<file path="src/rtl/voq_pref_list.sv">
module voq_pref_list #(
  parameter int N = 4,
  parameter int CNT_W = 3,
  localparam int IDX_W = (N > 1) ? $clog2(N) : 1
) (
  input  logic               clk,
  input  logic               rst_n,
  input  logic               arr_valid,
  input  logic [IDX_W-1:0]   arr_idx,
  input  logic               xfer_valid,
  input  logic [IDX_W-1:0]   xfer_idx,
  output logic [N*IDX_W-1:0] pref_idx,
  output logic [N-1:0]       pref_vld
);
  localparam logic [CNT_W-1:0] CNT_MAX = '1;

  logic [CNT_W-1:0] cnt_q [N];
  logic [IDX_W-1:0] ord_q [N];
  logic [IDX_W-1:0] rem_ord [N];
  logic [IDX_W-1:0] nxt_ord [N];
  logic [N-1:0]     vld_q, rem_vld, nxt_vld;
  logic             gone;

  wire arr_in   = arr_valid && (32'(arr_idx) < N);
  wire xfer_in  = xfer_valid && (32'(xfer_idx) < N);
  wire xfer_hit = xfer_in && (cnt_q[xfer_idx] != '0);
  wire drain    = xfer_hit && (cnt_q[xfer_idx] == CNT_W'(1));
  wire same_q   = xfer_hit && (xfer_idx == arr_idx);
  wire arr_acc  = arr_in && ((cnt_q[arr_idx] != CNT_MAX) || same_q);
  wire fill     = arr_in && ((cnt_q[arr_idx] == '0) || (drain && xfer_idx == arr_idx));

  always_comb begin
    for (int k = 0; k < N; k++) begin
      rem_ord[k] = ord_q[k];
      rem_vld[k] = vld_q[k];
    end
    gone = 1'b0;
    for (int k = 0; k < N - 1; k++) begin
      if (drain && vld_q[k] && ord_q[k] == xfer_idx) gone = 1'b1;
      if (gone) begin
        rem_ord[k] = ord_q[k+1];
        rem_vld[k] = vld_q[k+1];
      end
    end
    if (drain && vld_q[N-1] && ord_q[N-1] == xfer_idx) gone = 1'b1;
    if (gone) rem_vld[N-1] = 1'b0;
  end

  always_comb begin
    nxt_ord[0] = fill ? arr_idx : rem_ord[0];
    nxt_vld[0] = fill ? 1'b1 : rem_vld[0];
    for (int k = 1; k < N; k++) begin
      nxt_ord[k] = fill ? rem_ord[k-1] : rem_ord[k];
      nxt_vld[k] = fill ? rem_vld[k-1] : rem_vld[k];
    end
  end

  always_ff @(posedge clk or negedge rst_n) begin
    if (!rst_n) begin
      vld_q <= '0;
      for (int k = 0; k < N; k++) begin
        ord_q[k] <= '0;
        cnt_q[k] <= '0;
      end
    end else begin
      vld_q <= nxt_vld;
      for (int k = 0; k < N; k++) begin
        ord_q[k] <= nxt_ord[k];
        if (arr_acc && 32'(arr_idx) == k && !(xfer_hit && 32'(xfer_idx) == k))
          cnt_q[k] <= cnt_q[k] + CNT_W'(1);
        else if (xfer_hit && 32'(xfer_idx) == k && !(arr_acc && 32'(arr_idx) == k))
          cnt_q[k] <= cnt_q[k] - CNT_W'(1);
      end
    end
  end

  for (genvar g = 0; g < N; g++) begin : g_out
    assign pref_idx[g*IDX_W +: IDX_W] = ord_q[g];
  end
  assign pref_vld = vld_q;
endmodule

</file>
<file path="config.mk">
export PLATFORM = sky130hd
export DESIGN_NAME = voq_pref_list
export DESIGN_NICKNAME = d
export VERILOG_FILES = /design/src/rtl/voq_pref_list.sv
export SDC_FILE = /design/constraint.sdc
export NUM_CORES = 1
export LEC_CHECK = 0
export BUFFER_PORTS_ARGS = -buffer_cell sky130_fd_sc_hd__buf_2
export CORE_ASPECT_RATIO = 1.2
export CORE_UTILIZATION = 58
export DETAILED_ROUTE_END_ITERATION = 8
export HOLD_SLACK_MARGIN = 0.03
export MAX_ROUTING_LAYER = met4
export PLACE_DENSITY = 0.81
export SLEW_MARGIN = 20
export SYNTH_ARGS = -nofsm -noshare
export SYNTH_HDL_FRONTEND = slang
export SYNTH_SLANG_ARGS = --single-unit
</file>
<file path="constraint.sdc">
create_clock -name clk -period 3.55 [get_ports clk]
set_input_delay 0 -clock clk [delete_from_list [all_inputs] [get_ports clk]]
set_output_delay 0 -clock clk [all_outputs]
set_load 0.05 [all_outputs]
</file>
# == Word-level counts from Yosys, hierarchy flattened ==
# Index checks and enable logic that the tools add are counted.
# word_totals
in_bits,8
out_inout_bits,12
ff_bits,24
word_cells,116
# classes
magnitude_cmp,2
add_sub_neg,8
reduce_logical,49
bitwise,2
mux,32
n_eq_ne,13
# ops
operator,count
$mux W3,12
$logic_and A1 B1 Y1,30
$add A3 B1 Y3 const B,4
$bmux W3 S2,2
$mux W1,12
$mux W2,6
$sub A3 B1 Y3 const B,4
$eq A2 B2 Y1,5
$reduce_bool A2 Y1,5
$eq A2 B2 Y1 const B,4
$logic_not A1 Y1,8
$ge A3 B3 Y1 const B,2
$not A2 Y3,2
$eq A2 B1 Y1 const B,2
$logic_not A2 Y1,2
$eq A3 B1 Y1 const B,1
$logic_not A3 Y1,1
$ne A3 B3 Y1 const B,1
$reduce_bool A3 Y1,1
$logic_or A1 B1 Y1,2

# == Logic depth before layout (Yosys ltp) ==
# depth
depth_word,15
depth_mapped,12
mapped_depth_nobuf,11

# == Worst setup path before layout ==
# OpenSTA, ideal clock, no wires.
# synth_timing
kind,flip-flop to flip-flop
start,reg cnt_q[7] (netlist bit)
end,reg cnt_q[5] (netlist bit)
required_time_ns,3.471
path_stages_with_launch,12
synth_period_minus_slack_ns,2.909
setup_slack_ns,0.641
t_arrival_ns,2.830
path_buffers,0
setup_ns,0.079
path_cell_list,dfrtp_1 > nor2_1 > mux4_2 > a2111oi_0 > o21ai_0 > nor3b_1 > ha_1 > inv_1 > fa_1 > xor2_1 > nor2_1 > xor2_1
# synth_between
elab_chain_len,12
elab_cells_between_ends,20
cone_classes,eq/ne: 1; mux: 7; reduce/logical: 12
# synth_lines
element,line,text
"start, declared",17,logic [CNT_W-1:0] cnt_q [N];
"start signal, assigned by index",70,cnt_q[k] <= cnt_q[k] + CNT_W'(1);
"start signal, assigned by index",72,cnt_q[k] <= cnt_q[k] - CNT_W'(1);
$bmux W3 S2,26,wire xfer_hit = xfer_in && (cnt_q[xfer_idx] != '0);
$mux W3 (not written as such) (2 in series),26,
$reduce_bool A3 Y1,26,
$logic_and A1 B1 Y1,26,
$logic_and A1 B1 Y1,28,wire same_q = xfer_hit && (xfer_idx == arr_idx);
$logic_or A1 B1 Y1,29,wire arr_acc = arr_in && ((cnt_q[arr_idx] != CNT_MAX) || same_q);
$logic_and A1 B1 Y1,29,
$logic_and A1 B1 Y1,"69, 71",
$logic_not A1 Y1,71,else if (xfer_hit && 32'(xfer_idx) == k && !(arr_acc && 32'(arr_idx) == k))
$logic_and A1 B1 Y1,71,
$reduce_bool A2 Y1 (no line),--,
# Parallel ways exist; a longest one is shown, timed or not. The select of a mux whose other input is x is not followed.
# A chain may end at the register's enable or synchronous reset.

# == Worst setup path in the final report ==
# Same ends and word-level chain as after synthesis.

==> qor.yml <==
clock_tree:
  cts_tree: "done"
  cts_sinks: 24
  htreeDepth: 1
  cts.clk_slew.worst_paths_ns: 0.13
  clk_latency_ns: 0.31
  cts_buffer_depth: 2
  cts-buffers-inserted: 3
  root_buffer: "clkbuf_4"
die:
  initial_utilization_pct: 61.0
  io_pins: 20
  die_w_um: 51.4
  core-area_um2: 2790
  rows: 21
  die_area_um2: 3150
  die-height_um: 61.3
routing:
  antenna_left: 0
  wl_mm: 3.70
  wl_per_cell_um: 17.6
  vias: 1310
  drt-initial-drc-count: 40
  vias_per_cell: 6.24
  dr.pass1.iters: 4
  drc_errors: 0
timing:
  grt_setup_unrepaired: "false"
  fin_crit_ns: 3.24
  whs_ns: 0.0733
  maxSlewHeadroom_pct: 63.0
  fin_skew_ns: 0.00343
  final-hold-violation-count: 0
  tns_ns: 0
  setup_violations: 0
  finalCritPeriodShare_pct: 91.2
  fmax_mhz: 309
  slew_viol_final: 0
  tightest_slew_ns: 0.552
critical_path:
  required_ns: 3.79
  startpoint_type: "flip-flop"
  crit_path_end_kind: "flip-flop"
  worstPathMaxFanout: 9
  path_class: "flip-flop to flip-flop"
  arrival_ns: 3.48
worst_hold_path:
  min_path_type: "input pin to flip-flop"
synthesis:
  syn_area_um2: 1700
  yosysTopAreaCell: "dfrtp_1"
  ys.flop_type: "dfrtp_1"
  synth_most_common_cell: "dfrtp_1"
  post_synth.cell_area_avg_um2: 10.6
  synth_cell_type_count: 43
  synth_edf_count: 0
  yosys-top-cells-area: "dfrtp_1 35%, xor2_1 7.2%, mux4_2 6.6%"
  syn_inst: 160
  netlist.area_leader.share_pct: 35.4
  synth-seq-area-share_pct: 35.4
  synthArstFlopShare_pct: 100
  ys_seq_elements: 24
  synth_common_cells: "24 x dfrtp_1, 14 x xor2_1, 13 x inv_1"
  synth_nets: 176
  yosysWarnings: 0
power_and_ir_drop:
  vdd_ir_drop_max_mv: 0.452
  p_leak_nw: 0.777
  power_density_nw_per_um2: 878
global_route:
  grt_max_degree: 25
  grt_pass1_wl_mm: 6.02
  grt_pass1_vias: 1321
  overflow: 0
  antenna_found_initial: 0
  grt_usage_pct: 26.9
finish:
  layout.nets: 194
  fillers: 243
  layout-drive-gt1-share_pct: 21.6
  multi_input_area_um2: 977
  seq_area_um2: 601
  final_util_pct: 64.9
  n_antenna_cell: 0
  syn2layout_area_growth_pct: 6.48
outcome:
  outcome: "finished clean"
place:
  detailed_place_hpwl_mm: 2.87
  io_buffers: 19
  gp_congestion: 0.914
run:
  maxCapViolations: 0
## sequential cells by signal (all words and copies together), names as in the netlist
name      count
cnt_q        12
pref_idx      8
pref_vld      4
## routing by layer
metal / vias up / GRT usage (%) / part of all wire (%)
li1: 605 / - / -
met1: 664 / 31.4 / 40
met2: 35 / 47.1 / 55
met3: 6 / 3.46 / 2.9
met4: 0 / 10.4 / 1.6
met5: - / - / 0
## critical path, cell delays in order, from the launching register on
cell and delay, ns:
dfrtp_1 0.45, nor2_1 0.08, mux4_2 0.56, a2111oi_1 0.48
o21ai_0 0.25, nor3b_1 0.25, ha_1 0.22, inv_1 0.06
fa_1 0.37, xor2_1 0.15, nor2_1 0.13, xor2_1 0.16
## cell type report
cell class / instances / share of cell area (%)
repair buffers: 21 / 6.23
clock buffers: 3 / 1.25
flip-flops and latches: 24 / 33.2
well taps: 34 / 2.35
inverters: 14 / 2.91
multi-input cells: 114 / 54.0
## cell families (layout without fill, tap and decap cells)
| kind of cell | count (synthesis) | in the layout | share of synthesized area (%) |
|---|---|---|---|
| compound gates | 31 | 31 | 13.3 |
| xor+xnor | 22 | 22 | 11.3 |
| fa+ha+maj | 8 | 8 | 7.66 |
| buf+inv | 22 | 38 | 7.15 |
| flops | 24 | 24 | 35.4 |
| mux | 11 | 11 | 11.1 |
| simple gates | 42 | 42 | 14.1 |
## power by group
group          leakage [nW]  internal [W]  total, W  switching (W)
registers             0.279      0.000410  0.000589       0.000179
clock network        0.0138     0.0000397  0.000119      0.0000789
logic                 0.484      0.000345  0.000880       0.000535
## path summary, 6_finish.rpt
kind | start | endpoint | slack (ns) | depth (start not counted)
min reg2reg | cnt_q[5]$_DFFE_PN0P_ | cnt_q[5]$_DFFE_PN0P_ | 0.52 | 1
min in group asynchronous | rst_n | pref_idx[6]$_DFFE_PN0P_ | 0.18 | 2
max in group asynchronous | rst_n | cnt_q[0]$_DFFE_PN0P_ | 3.02 | 2
min | arr_idx[1] | pref_idx[1]$_DFF_PN0_ | 0.07 | 3
max | cnt_q[7]$_DFFE_PN0P_ | cnt_q[5]$_DFFE_PN0P_ | 0.31 | 11
max reg2reg | cnt_q[7]$_DFFE_PN0P_ | cnt_q[5]$_DFFE_PN0P_ | 0.31 | 11
## cell usage in the layout (no fill, tap or decap), types with 3 or more instances in the layout
master / instances
a21oi_1: 5
a311oi_1: 3
buf_2: 19
clkbuf_4: 3
dfrtp_1: 24
fa_1: 4
ha_1: 4
inv_1: 13
mux2_2: 4
mux4_2: 5
nand2_1: 6
nand3_1: 6
nor2_1: 10
nor3_1: 6
o211ai_1: 4
o21ai_0: 4
o311ai_1: 3
xnor2_1: 8
xor2_1: 14
## per-stage QoR
step	instance area (um^2)	total power, W	worst slack (ns)	cells
floorplan	1700	0.00127	0.641	160
detailed placement	1770	0.00147	0.238	206
CTS	1810	0.00159	0.201	210
finish	1810	0.00159	0.314	210
global route	1810	0.00170	0.0606	210
global placement	1770	0.00142	0.376	206
## repair_timing
item	4_1_cts	5_1_grt
setup buffers	0	0
setup endpoints to repair	0	2
gates resized for setup	0	1
endpoints found under the hold margin	24	0
hold buffers	1	0
No activity file was read; power rests on OpenSTA's default activity.
